<file path="src/rtl/sysclk_pkg.sv">
package sysclk_pkg;

   localparam int NUM_SRC = 6;

   typedef enum logic [2:0] {
      SRC_XT1    = 3'd0,
      SRC_VLO    = 3'd1,
      SRC_REFO   = 3'd2,
      SRC_DCO    = 3'd3,
      SRC_DCODIV = 3'd4,
      SRC_XT2    = 3'd5
   } src_e;

   // Unused select values fall back to the divided DCO.
   function automatic logic [2:0] map_sel(input logic [2:0] code);
      if (code > 3'd5) return 3'(SRC_DCODIV);
      return code;
   endfunction

endpackage

</file>
<file path="src/rtl/sysclk_pow2_div.sv">
module sysclk_pow2_div #(
   parameter int CODE_W   = 3,
   parameter int MAX_LOG2 = 5
) (
   input  logic              clk,
   input  logic              rst_n,
   input  logic              tick_i,
   input  logic [CODE_W-1:0] code_i,
   output logic              at_edge_o,
   output logic              tick_o
);
   localparam int CNT_W = (MAX_LOG2 > 0) ? MAX_LOG2 : 1;

   if (CODE_W < 1 || CODE_W > 8) begin : g_bad_code_w
      $error("sysclk_pow2_div: CODE_W out of range");
   end
   if (MAX_LOG2 < 0 || MAX_LOG2 > 16) begin : g_bad_log
      $error("sysclk_pow2_div: MAX_LOG2 out of range");
   end

   if (MAX_LOG2 == 0) begin : g_bypass
      // Divider disabled by parameter: every source pulse passes through.
      always_ff @(posedge clk or negedge rst_n) begin
         if (!rst_n) tick_o <= 1'b0;
         else        tick_o <= tick_i;
      end
      assign at_edge_o = 1'b1;
   end else begin : g_count
      logic [CODE_W-1:0] act_q;
      logic [CODE_W-1:0] eff_code;
      logic [CNT_W-1:0]  cnt_q;
      logic [CNT_W-1:0]  lim;

      // The counter at zero means no period is in progress.
      assign at_edge_o = (cnt_q == '0);
      assign eff_code  = at_edge_o ? code_i : act_q;

      always_comb begin
         int unsigned sh;
         sh  = (int'(eff_code) > MAX_LOG2) ? MAX_LOG2 : int'(eff_code);
         lim = CNT_W'((32'd1 << sh) - 32'd1);
      end

      always_ff @(posedge clk or negedge rst_n) begin
         if (!rst_n) begin
            act_q  <= '0;
            cnt_q  <= '0;
            tick_o <= 1'b0;
         end else begin
            act_q  <= eff_code;
            tick_o <= 1'b0;
            if (tick_i) begin
               if (cnt_q == lim) begin
                  cnt_q  <= '0;
                  tick_o <= 1'b1;
               end else begin
                  cnt_q <= cnt_q + 1'b1;
               end
            end
         end
      end

      // a code cannot move while a period stays open
      a_r8_code_hold: assert property (@(posedge clk) disable iff (!rst_n)
         (cnt_q != '0 && $past(cnt_q != '0)) |-> $stable(act_q));
   end

   // every divided pulse is caused by a source pulse one edge earlier
   a_r2_pulse_has_source: assert property (@(posedge clk) disable iff (!rst_n)
      tick_o |-> $past(tick_i));

endmodule

</file>
<file path="src/rtl/sysclk_branch.sv">
module sysclk_branch
   import sysclk_pkg::*;
#(
   parameter int CODE_W   = 3,
   parameter int MAX_LOG2 = 5,
   parameter int SRC_N    = NUM_SRC
) (
   input  logic              clk,
   input  logic              rst_n,
   input  logic [SRC_N-1:0]  src_i,
   input  logic [CODE_W-1:0] sel_i,
   input  logic [CODE_W-1:0] div_i,
   input  logic              run_i,
   output logic              clk_en_o
);
   if (SRC_N != NUM_SRC) begin : g_bad_src
      $error("sysclk_branch: source count must match the select coding");
   end
   if (CODE_W < 3) begin : g_bad_sel_w
      $error("sysclk_branch: select needs at least 3 bits");
   end

   logic [2:0] act_sel_q;
   logic [2:0] eff_sel;
   logic       picked;
   logic       at_edge;
   logic       div_tick;

   assign eff_sel = at_edge ? map_sel(sel_i[2:0]) : act_sel_q;
   assign picked  = src_i[eff_sel];

   always_ff @(posedge clk or negedge rst_n) begin
      if (!rst_n) act_sel_q <= 3'(SRC_XT1);
      else        act_sel_q <= eff_sel;
   end

   sysclk_pow2_div #(.CODE_W(CODE_W), .MAX_LOG2(MAX_LOG2)) u_div (
      .clk      (clk),
      .rst_n    (rst_n),
      .tick_i   (picked),
      .code_i   (div_i),
      .at_edge_o(at_edge),
      .tick_o   (div_tick)
   );

   always_ff @(posedge clk or negedge rst_n) begin
      if (!rst_n) clk_en_o <= 1'b0;
      else        clk_en_o <= div_tick & run_i;
   end

   // the chosen source holds while a divided period is open
   a_r9_sel_hold: assert property (@(posedge clk) disable iff (!rst_n)
      (!at_edge && $past(!at_edge)) |-> $stable(act_sel_q));

   // the active selection always names one of the six sources
   a_r1_sel_legal: assert property (@(posedge clk) disable iff (!rst_n)
      act_sel_q <= 3'd5);

endmodule

</file>
<file path="src/rtl/sysclk_router.sv">
module sysclk_router
   import sysclk_pkg::*;
#(
   parameter int CODE_W   = 3,
   parameter int MAX_LOG2 = 5,
   parameter int NUM_REQ  = 4
) (
   input  logic               clk,
   input  logic               rst_n,
   input  logic               xt1_tick,
   input  logic               vlo_tick,
   input  logic               refo_tick,
   input  logic               dco_tick,
   input  logic               xt2_tick,
   input  logic [CODE_W-1:0]  dco_div_code,
   input  logic [CODE_W-1:0]  aux_sel,
   input  logic [CODE_W-1:0]  aux_div,
   input  logic [CODE_W-1:0]  aux_pin_div,
   input  logic [CODE_W-1:0]  main_sel,
   input  logic [CODE_W-1:0]  main_div,
   input  logic [CODE_W-1:0]  sub_sel,
   input  logic [CODE_W-1:0]  sub_div,
   input  logic               sub_off,
   input  logic               aux_halt,
   input  logic               main_halt,
   input  logic               aux_req_en,
   input  logic               main_req_en,
   input  logic               sub_req_en,
   input  logic               mod_req_en,
   input  logic               aux_req,
   input  logic               main_req,
   input  logic               sub_req,
   input  logic [NUM_REQ-1:0] mod_req,
   output logic               aux_clk_en,
   output logic               main_clk_en,
   output logic               sub_clk_en,
   output logic               aux_pin_en,
   output logic               modosc_on
);
   localparam int NUM_OUT = 3;
   localparam int IDX_AUX = 0;
   localparam int IDX_MAIN = 1;
   localparam int IDX_SUB = 2;

   if (NUM_REQ < 1) begin : g_bad_req
      $error("sysclk_router: NUM_REQ must be at least 1");
   end

   logic               dcodiv_tick;
   logic               dcodiv_edge;
   logic               pin_edge;
   logic [NUM_SRC-1:0] srcs;
   logic [CODE_W-1:0]  sel_a [NUM_OUT];
   logic [CODE_W-1:0]  div_a [NUM_OUT];
   logic [NUM_OUT-1:0] run_a;
   logic [NUM_OUT-1:0] out_a;

   // Divided-DCO source shared by all three branches.
   sysclk_pow2_div #(.CODE_W(CODE_W), .MAX_LOG2(MAX_LOG2)) u_dco_div (
      .clk      (clk),
      .rst_n    (rst_n),
      .tick_i   (dco_tick),
      .code_i   (dco_div_code),
      .at_edge_o(dcodiv_edge),
      .tick_o   (dcodiv_tick)
   );

   always_comb begin
      srcs                    = '0;
      srcs[int'(SRC_XT1)]    = xt1_tick;
      srcs[int'(SRC_VLO)]    = vlo_tick;
      srcs[int'(SRC_REFO)]   = refo_tick;
      srcs[int'(SRC_DCO)]    = dco_tick;
      srcs[int'(SRC_DCODIV)] = dcodiv_tick;
      srcs[int'(SRC_XT2)]    = xt2_tick;
   end

   assign sel_a[IDX_AUX]  = aux_sel;
   assign sel_a[IDX_MAIN] = main_sel;
   assign sel_a[IDX_SUB]  = sub_sel;
   assign div_a[IDX_AUX]  = aux_div;
   assign div_a[IDX_MAIN] = main_div;
   assign div_a[IDX_SUB]  = sub_div;

   assign run_a[IDX_AUX]  = !aux_halt  || (aux_req_en  && aux_req);
   assign run_a[IDX_MAIN] = !main_halt || (main_req_en && main_req);
   assign run_a[IDX_SUB]  = !sub_off   || (sub_req_en  && sub_req);

   for (genvar g = 0; g < NUM_OUT; g++) begin : g_branch
      sysclk_branch #(.CODE_W(CODE_W), .MAX_LOG2(MAX_LOG2), .SRC_N(NUM_SRC)) u_br (
         .clk     (clk),
         .rst_n   (rst_n),
         .src_i   (srcs),
         .sel_i   (sel_a[g]),
         .div_i   (div_a[g]),
         .run_i   (run_a[g]),
         .clk_en_o(out_a[g])
      );
   end

   assign aux_clk_en  = out_a[IDX_AUX];
   assign main_clk_en = out_a[IDX_MAIN];
   assign sub_clk_en  = out_a[IDX_SUB];

   // Pin copy of the auxiliary clock, divided once more.
   sysclk_pow2_div #(.CODE_W(CODE_W), .MAX_LOG2(MAX_LOG2)) u_pin_div (
      .clk      (clk),
      .rst_n    (rst_n),
      .tick_i   (aux_clk_en),
      .code_i   (aux_pin_div),
      .at_edge_o(pin_edge),
      .tick_o   (aux_pin_en)
   );

   always_ff @(posedge clk or negedge rst_n) begin
      if (!rst_n) modosc_on <= 1'b0;
      else        modosc_on <= mod_req_en && (|mod_req);
   end

   // sub-main clock off without an enabled request
   a_r5_sub_gated: assert property (@(posedge clk) disable iff (!rst_n)
      $past(sub_off && !(sub_req_en && sub_req)) |-> !sub_clk_en);

   // halted main and auxiliary clocks stay quiet
   a_r6_main_gated: assert property (@(posedge clk) disable iff (!rst_n)
      $past(main_halt && !(main_req_en && main_req)) |-> !main_clk_en);
   a_r6_aux_gated: assert property (@(posedge clk) disable iff (!rst_n)
      $past(aux_halt && !(aux_req_en && aux_req)) |-> !aux_clk_en);

   // module oscillator follows its enabled requests
   a_r7_modosc_start: assert property (@(posedge clk) disable iff (!rst_n)
      (mod_req_en && (|mod_req)) |=> modosc_on);
   a_r7_modosc_stop: assert property (@(posedge clk) disable iff (!rst_n)
      !(mod_req_en && (|mod_req)) |=> !modosc_on);

   // a pin pulse needs an auxiliary pulse one edge before
   a_r4_pin_from_aux: assert property (@(posedge clk) disable iff (!rst_n)
      aux_pin_en |-> $past(aux_clk_en));

   // the divided DCO only pulses after a DCO pulse
   a_r3_dcodiv_source: assert property (@(posedge clk) disable iff (!rst_n)
      (dcodiv_tick && dcodiv_edge) |-> $past(dco_tick));

   // no output activity during reset
   always_comb begin
      if (!rst_n) begin
         a_r10_reset_quiet: assert (!(aux_clk_en || main_clk_en || sub_clk_en ||
                                      aux_pin_en || modosc_on))
            else $error("R10 output active in reset");
      end
   end

   logic unused_edge;
   assign unused_edge = pin_edge;

endmodule

</file>
<file path="config.mk">
export PLATFORM = sky130hd
export DESIGN_NAME = sysclk_router
export DESIGN_NICKNAME = d
export VERILOG_FILES = /design/src/rtl/sysclk_pkg.sv /design/src/rtl/sysclk_pow2_div.sv /design/src/rtl/sysclk_branch.sv /design/src/rtl/sysclk_router.sv
export SDC_FILE = /design/constraint.sdc
export NUM_CORES = 1
export LEC_CHECK = 0
export CAP_MARGIN = 20
export CORE_AREA = 4 4 124 126
export CTS_BUF_LIST = sky130_fd_sc_hd__clkbuf_8
export DETAILED_ROUTE_END_ITERATION = 7
export DIE_AREA = 0 0 128 130
export DONT_BUFFER_PORTS = 1
export PLACE_DENSITY = 0.41
export SYNTH_ARGS = -nofsm -noshare
export SYNTH_HDL_FRONTEND = slang
export SYNTH_SLANG_ARGS = --single-unit
</file>
<file path="constraint.sdc">
create_clock -name clk -period 3.1 [get_ports clk]
set_input_delay 0 -clock clk [delete_from_list [all_inputs] [get_ports clk]]
set_output_delay 0 -clock clk [all_outputs]
set_load 0.02 [all_outputs]
</file>
# After elaboration in Yosys (flattened, before gate mapping)
# Index checks and enable logic that the tools add are counted.
# op_classes
n_addsub	10
multipliers	0
div_mod_pow	0
order_cmp	11
eq_ne	5
shifts	5
n_mux	43
bitwise	3
reduce_logical	16
# op_table
cell	n
1-bit by 32-bit left shift with 5-bit output (first input constant)	2
3-bit two-way mux	19
5-bit by 1-bit adder with 5-bit output (second input constant)	5
5-bit equality test	5
5-bit logical NOT	5
5-bit two-way mux	5
5-bit by 1-bit subtractor with 5-bit output (second input constant)	5
3-bit > comparator (second input constant)	8
1-bit two-way mux	16
1-bit by 3-bit left shift with 5-bit output (first input constant)	3
3-bit by 4-bit less-than comparator with 1-bit output (second input constant)	3
1-bit binary-select mux with 3-bit select	3
1-bit logical AND	4
4-bit OR reduction	1
1-bit bitwise AND	3
1-bit logical NOT	3
1-bit logical OR	3
# word_totals
regBits	58
latchBits	0
ramBits	0
mem_bits_ro	0
memories	0

# Longest topological paths before layout
# logic_depth
word_depth	9
depth_mapped	15

# Modules after synthesis
# A second synthesis with hierarchy kept.
# hier_totals
hier_cells	365
area_unflattened_um2	3917.5
# by_module_without_submodules
module	n_inst	cells_each	area_each_um2	seq_area_each_um2
sysclk_pow2_div	5	60	634.4	225.2
sysclk_branch	3	20	226.5	100.1
sysclk_router	1	5	66.3	25.0

# Least setup slack after synthesis
# No wires, ideal clock.
# synth_timing
path_type	register -> register
startpoint	register g_branch[0].u_br.u_div.g_count.cnt_q[0]
endpoint	register g_branch[0].u_br.u_div.g_count.cnt_q[4]
setup_ps	95
arrival_time_ps	2734
t_required_ps	3005
slack_ps	271
path_stages_with_launch	15
path_buffers	1
synth_period_minus_slack_ps	2829
cell_sequence	dfrtp_1 > inv_1 > ha_1 > or4b_1 > buf_2 > mux2i_1 > nand3_1 > ha_1 > xnor2_1 > nor2_1 > nand4_1 > a21oi_1 > a21oi_1 > nand2b_1 > o31ai_1
# synth_via
elab_chain_len	8
word_cells_on_any_way	12
classes_between	2 x add/sub; 1 x order compare; 1 x eq/ne; 1 x shift; 6 x mux; 1 x reduce/logical
# synth_lines
item	line_no	rtl
start, declared	sysclk_pow2_div.sv:31	logic [CNT_W-1:0] cnt_q;
start signal, assigned	sysclk_pow2_div.sv:57	cnt_q <= cnt_q + 1'b1;
5-bit logical NOT	sysclk_pow2_div.sv:35	assign at_edge_o = (cnt_q == '0);
3-bit two-way mux	sysclk_pow2_div.sv:36	assign eff_code = at_edge_o ? code_i : act_q;
3-bit > comparator	sysclk_pow2_div.sv:40	sh = (int'(eff_code) > MAX_LOG2) ? MAX_LOG2 : int'(eff_code);
3-bit two-way mux	sysclk_pow2_div.sv:40	
1-bit by 3-bit left shift with 5-bit output	sysclk_pow2_div.sv:41	lim = CNT_W'((32'd1 << sh) - 32'd1);
5-bit by 1-bit subtractor with 5-bit output	sysclk_pow2_div.sv:41	
5-bit equality test	sysclk_pow2_div.sv:53	if (cnt_q == lim) begin
5-bit two-way mux	sysclk_pow2_div.sv:53	
# Several ways; a longest one is shown, not always the timed one. The select of a mux whose other input is x is not followed.
# A chain may end at the register's enable or synchronous reset.

# Worst setup path in the final report
# Ends and elaborated chain as after synthesis.

==> results.md <==
- Vias in the first global route: 2,903
- Final hold violations: 0
- # IOs: 50
- Critical path type: flop to flop
- Post-Route WL: 8220 um
- GPL Wtd Cong: 0.784
- Max-slew violation count: 0
- Worst R2R Setup Slack: 210 ps
- Slew HR: 0.641
- Buffers on Ports: 0
- Status: finished, final reports clean
- Peak supply drop: approximately 180 uV
- Share of cells above drive strength 1: 0.147
- CP endpoint kind: flop
- Sequential area share after synthesis: 0.413
- Bufs and invs on worst path: 1
- Number of flops mapped to enable cells by yosys: 0
- Core region area: 14,300 um2
- CTS sink count: 58
- Syn_area_per_cell: 9.26 um2
- Mapped Nets: 437
- Global-route wire length before repair: between 10,000 and 15,000 um
- Layout Skew: 7.13 ps
- Dpl cells: 566
- Count leader, synth: dfrtp_1
- Hpwl dp: roughly 5700 um
- FMAX: 346 MHz
- Asr flop ratio synth: 1.00
- Pwr/cell area: 509 nW/um2
- Post-synth cell types: 56
- Critical path capture point: g_branch[0].u_br.u_div.g_count.cnt_q[4]
- Commonest cells in the netlist: 58 x dfrtp_1, 47 x nand2_1, 29 x inv_1
- Mapped cell area: ~3500 um2
- Worst skew pair latency: 350 ps
- Worst min-delay path category: input pin to flop
- Die Span X: 128 um
- Worst path depth: 13
- Die Area: 16,600 um2
- Syn Inst Count: 380
- Fin crit share: 0.932
- Pin count of the biggest net entering global routing: 59
- Post-route setup TNS: 0 ps
- Worst r2r dst: g_branch[0].u_br.u_div.g_count.cnt_q[4]
- Worst Tran Pin Value: 539 ps
- Slowest-stage cell, CP: or4b_4
- Top delay family on crit path: simple AND/OR/NAND/NOR gates
- CTS Root Buffer Type: clkbuf_8
- Inserted Diodes: 0
- Share of the synthesized area in the top cell type: 0.413
- DRC Markers: 0
- CP arrival: between 3000 and 4000 ps
- First DRT Iteration DRCs: slightly above 90
- Leakage: 0.00189 uW
- Top post-synthesis cells by area: dfrtp_1 41%, mux2i_1 5.4%, nand2_1 5.0%, ha_1 4.3%, o21ai_0 3.8%
- Core Util, Final: 0.305
- CP Max Fanout: 4
- Initial antenna violation count: 0
- Via density: approximately 4.7
- Worst Reg-to-Reg Cells: 13
- Placement Cell Area: 3790 um2
- Initial Util: 0.246
- Longest Clk Path Bufs: 2
- Worst Setup Start Kind: flop
- Clock transition at path regs: 70 ps
- Drt wl/cell: 13.4 um
- Routing usage on met3: 0.0475
- Fin crit period: 2890 ps
- Via count: 2,880
- Critical Path Start: g_branch[0].u_br.u_div.g_count.cnt_q[0]
- Worst path max stage delay: 510 ps
- Final Cell Area: 4360 um2
- Critical-path cell list: inv_1 -> ha_1 -> or4b_4 -> mux2i_4 -> nand3_1 -> ha_1 -> xnor2_1 -> nor2_1 -> nand4_1 -> a21oi_2 -> a21oi_2 -> nand2b_1 -> o31ai_1
- CTS tree: built
- First-pass DRT Iterations: 6
- Grt met1 use: 0.118
- Met2 usage: 0.180
- FP Rows: 44
- H-Tree Depth: 3
- Final cell count without fillers: 613
- Nets: 481
- Max-Cap Viols: 0
- Yosys top cell by area: dfrtp_1
- Reg2Reg Launch Point: g_branch[0].u_br.u_div.g_count.cnt_q[0]
- Required time of the critical path: 3360 ps
- Die Y: ~130 um
- GRT Residual Overflow: 0
- Flops & latches, synth: 58
- Area Growth Syn to Fin: 24.0%
- Number of routed nets with antenna violations: 0
- Grt peak-use layer: met2
- GRT Util Overall: 0.106
- Num CTS Buffers: 9
- Setup violators final: 0
- Dominant synthesized flop cell: dfrtp_1
- Warnings from Yosys: 0
## metrics by stage
stage,setup slack [ps],power [uW],hold slack (ps)
final,211,2220,34.4
after floorplan,271,1330,-296
after global routing,-12.1,2390,56.7
after detailed placement,108,1450,-293
after global placement,193,1450,-294
after CTS,60.4,2260,26.7
## sequential cells by signal (all words and copies together) (netlist names)
register / flops
u_dco_div.tick_o: 1
g_branch.u_br.u_div.g_count.act_q: 9
g_branch.u_br.clk_en_o: 3
u_pin_div.g_count.act_q: 3
u_pin_div.g_count.cnt_q: 5
u_dco_div.g_count.act_q: 3
g_branch.u_br.act_sel_q: 9
g_branch.u_br.u_div.tick_o: 3
u_dco_div.g_count.cnt_q: 5
g_branch.u_br.u_div.g_count.cnt_q: 15
u_pin_div.tick_o: 1
modosc_on: 1
## layout make-up
class,instances,area (um2)
fill,1512,9950
multi-input combinational,279,1920
sequential,58,1450
timing repair buffer,47,448
tap,184,230
clock buffer,10,138
inverter,29,109
clock inverter,6,66.3
## metal layers
layer / part of all wire / vias to the layer above
met1: 0.42 / 1384
met4: 0.012 / 0
met2: 0.50 / 52
li1: - / 1437
met3: 0.063 / 7
met5: 0 / -
## how the worst min path moves through the flow
stage,from,end,slack (ps),cells past startpoint
after CTS,refo_tick,g_branch[1].u_br.u_div.tick_o,30,4
after global routing,refo_tick,g_branch[1].u_br.u_div.tick_o,60,4
final,aux_sel[2],g_branch[0].u_br.act_sel_q[1],30,3
after detailed placement,rst_n,g_branch[0].u_br.u_div.g_count.act_q[0],-290,0
after floorplan,rst_n,g_branch[0].u_br.act_sel_q[0],-300,0
after global placement,rst_n,g_branch[0].u_br.u_div.g_count.act_q[1],-290,0
## cell families (layout without fill, tap and decap cells)
family / Yosys count / count (layout) / synth area share
mux: 29 / 29 / 0.0861
flops: 58 / 58 / 0.413
compound gates: 84 / 84 / 0.165
buf+inv: 43 / 92 / 0.0526
xor+xnor: 10 / 10 / 0.0249
fa+ha+maj: 12 / 12 / 0.0427
simple gates: 144 / 144 / 0.216
## report_power, final
part	leakage, uW	total (uW)	switching (uW)	internal [uW]
clock network	0.0000945	729	337	392
logic	0.00112	518	266	252
registers	0.000671	971	117	854
total	0.00189	2220	720	1500
## placed cells by master, fill, tap and decap left out, types with 3 or more instances in the layout
master,instances
a21oi_1,12
buf_4,16
and3_1,4
mux2i_1,16
nor2_1,27
o31ai_1,5
nor3_1,13
ha_1,12
nor4b_2,4
mux2_2,10
o22ai_1,3
nand4_1,3
nand3_1,18
dfrtp_1,58
xor2_1,5
nand2_1,47
nor3b_1,4
o211ai_1,3
a21boi_0,6
clkinvlp_4,3
dlygate4sd3_1,30
nand3b_1,4
nor2b_1,3
xnor2_1,5
clkbuf_8,10
nand2b_1,6
inv_1,29
a211oi_1,3
o21ai_0,26
## tightest hold or removal path, delay by kind of cell
kind,cells,cell delay [ps]
AO/OA/AOI/OAI,1,240
buffers and inverters,1,70
AND/OR/NAND/NOR,1,30
## repair_timing
item,CTS,global route
hold endpoints to repair,88,0
resized for setup,0,9
setup buffers,0,0
hold buffers,31,0
setup endpoints to repair,0,11
Power figures use the tool's default switching activity.
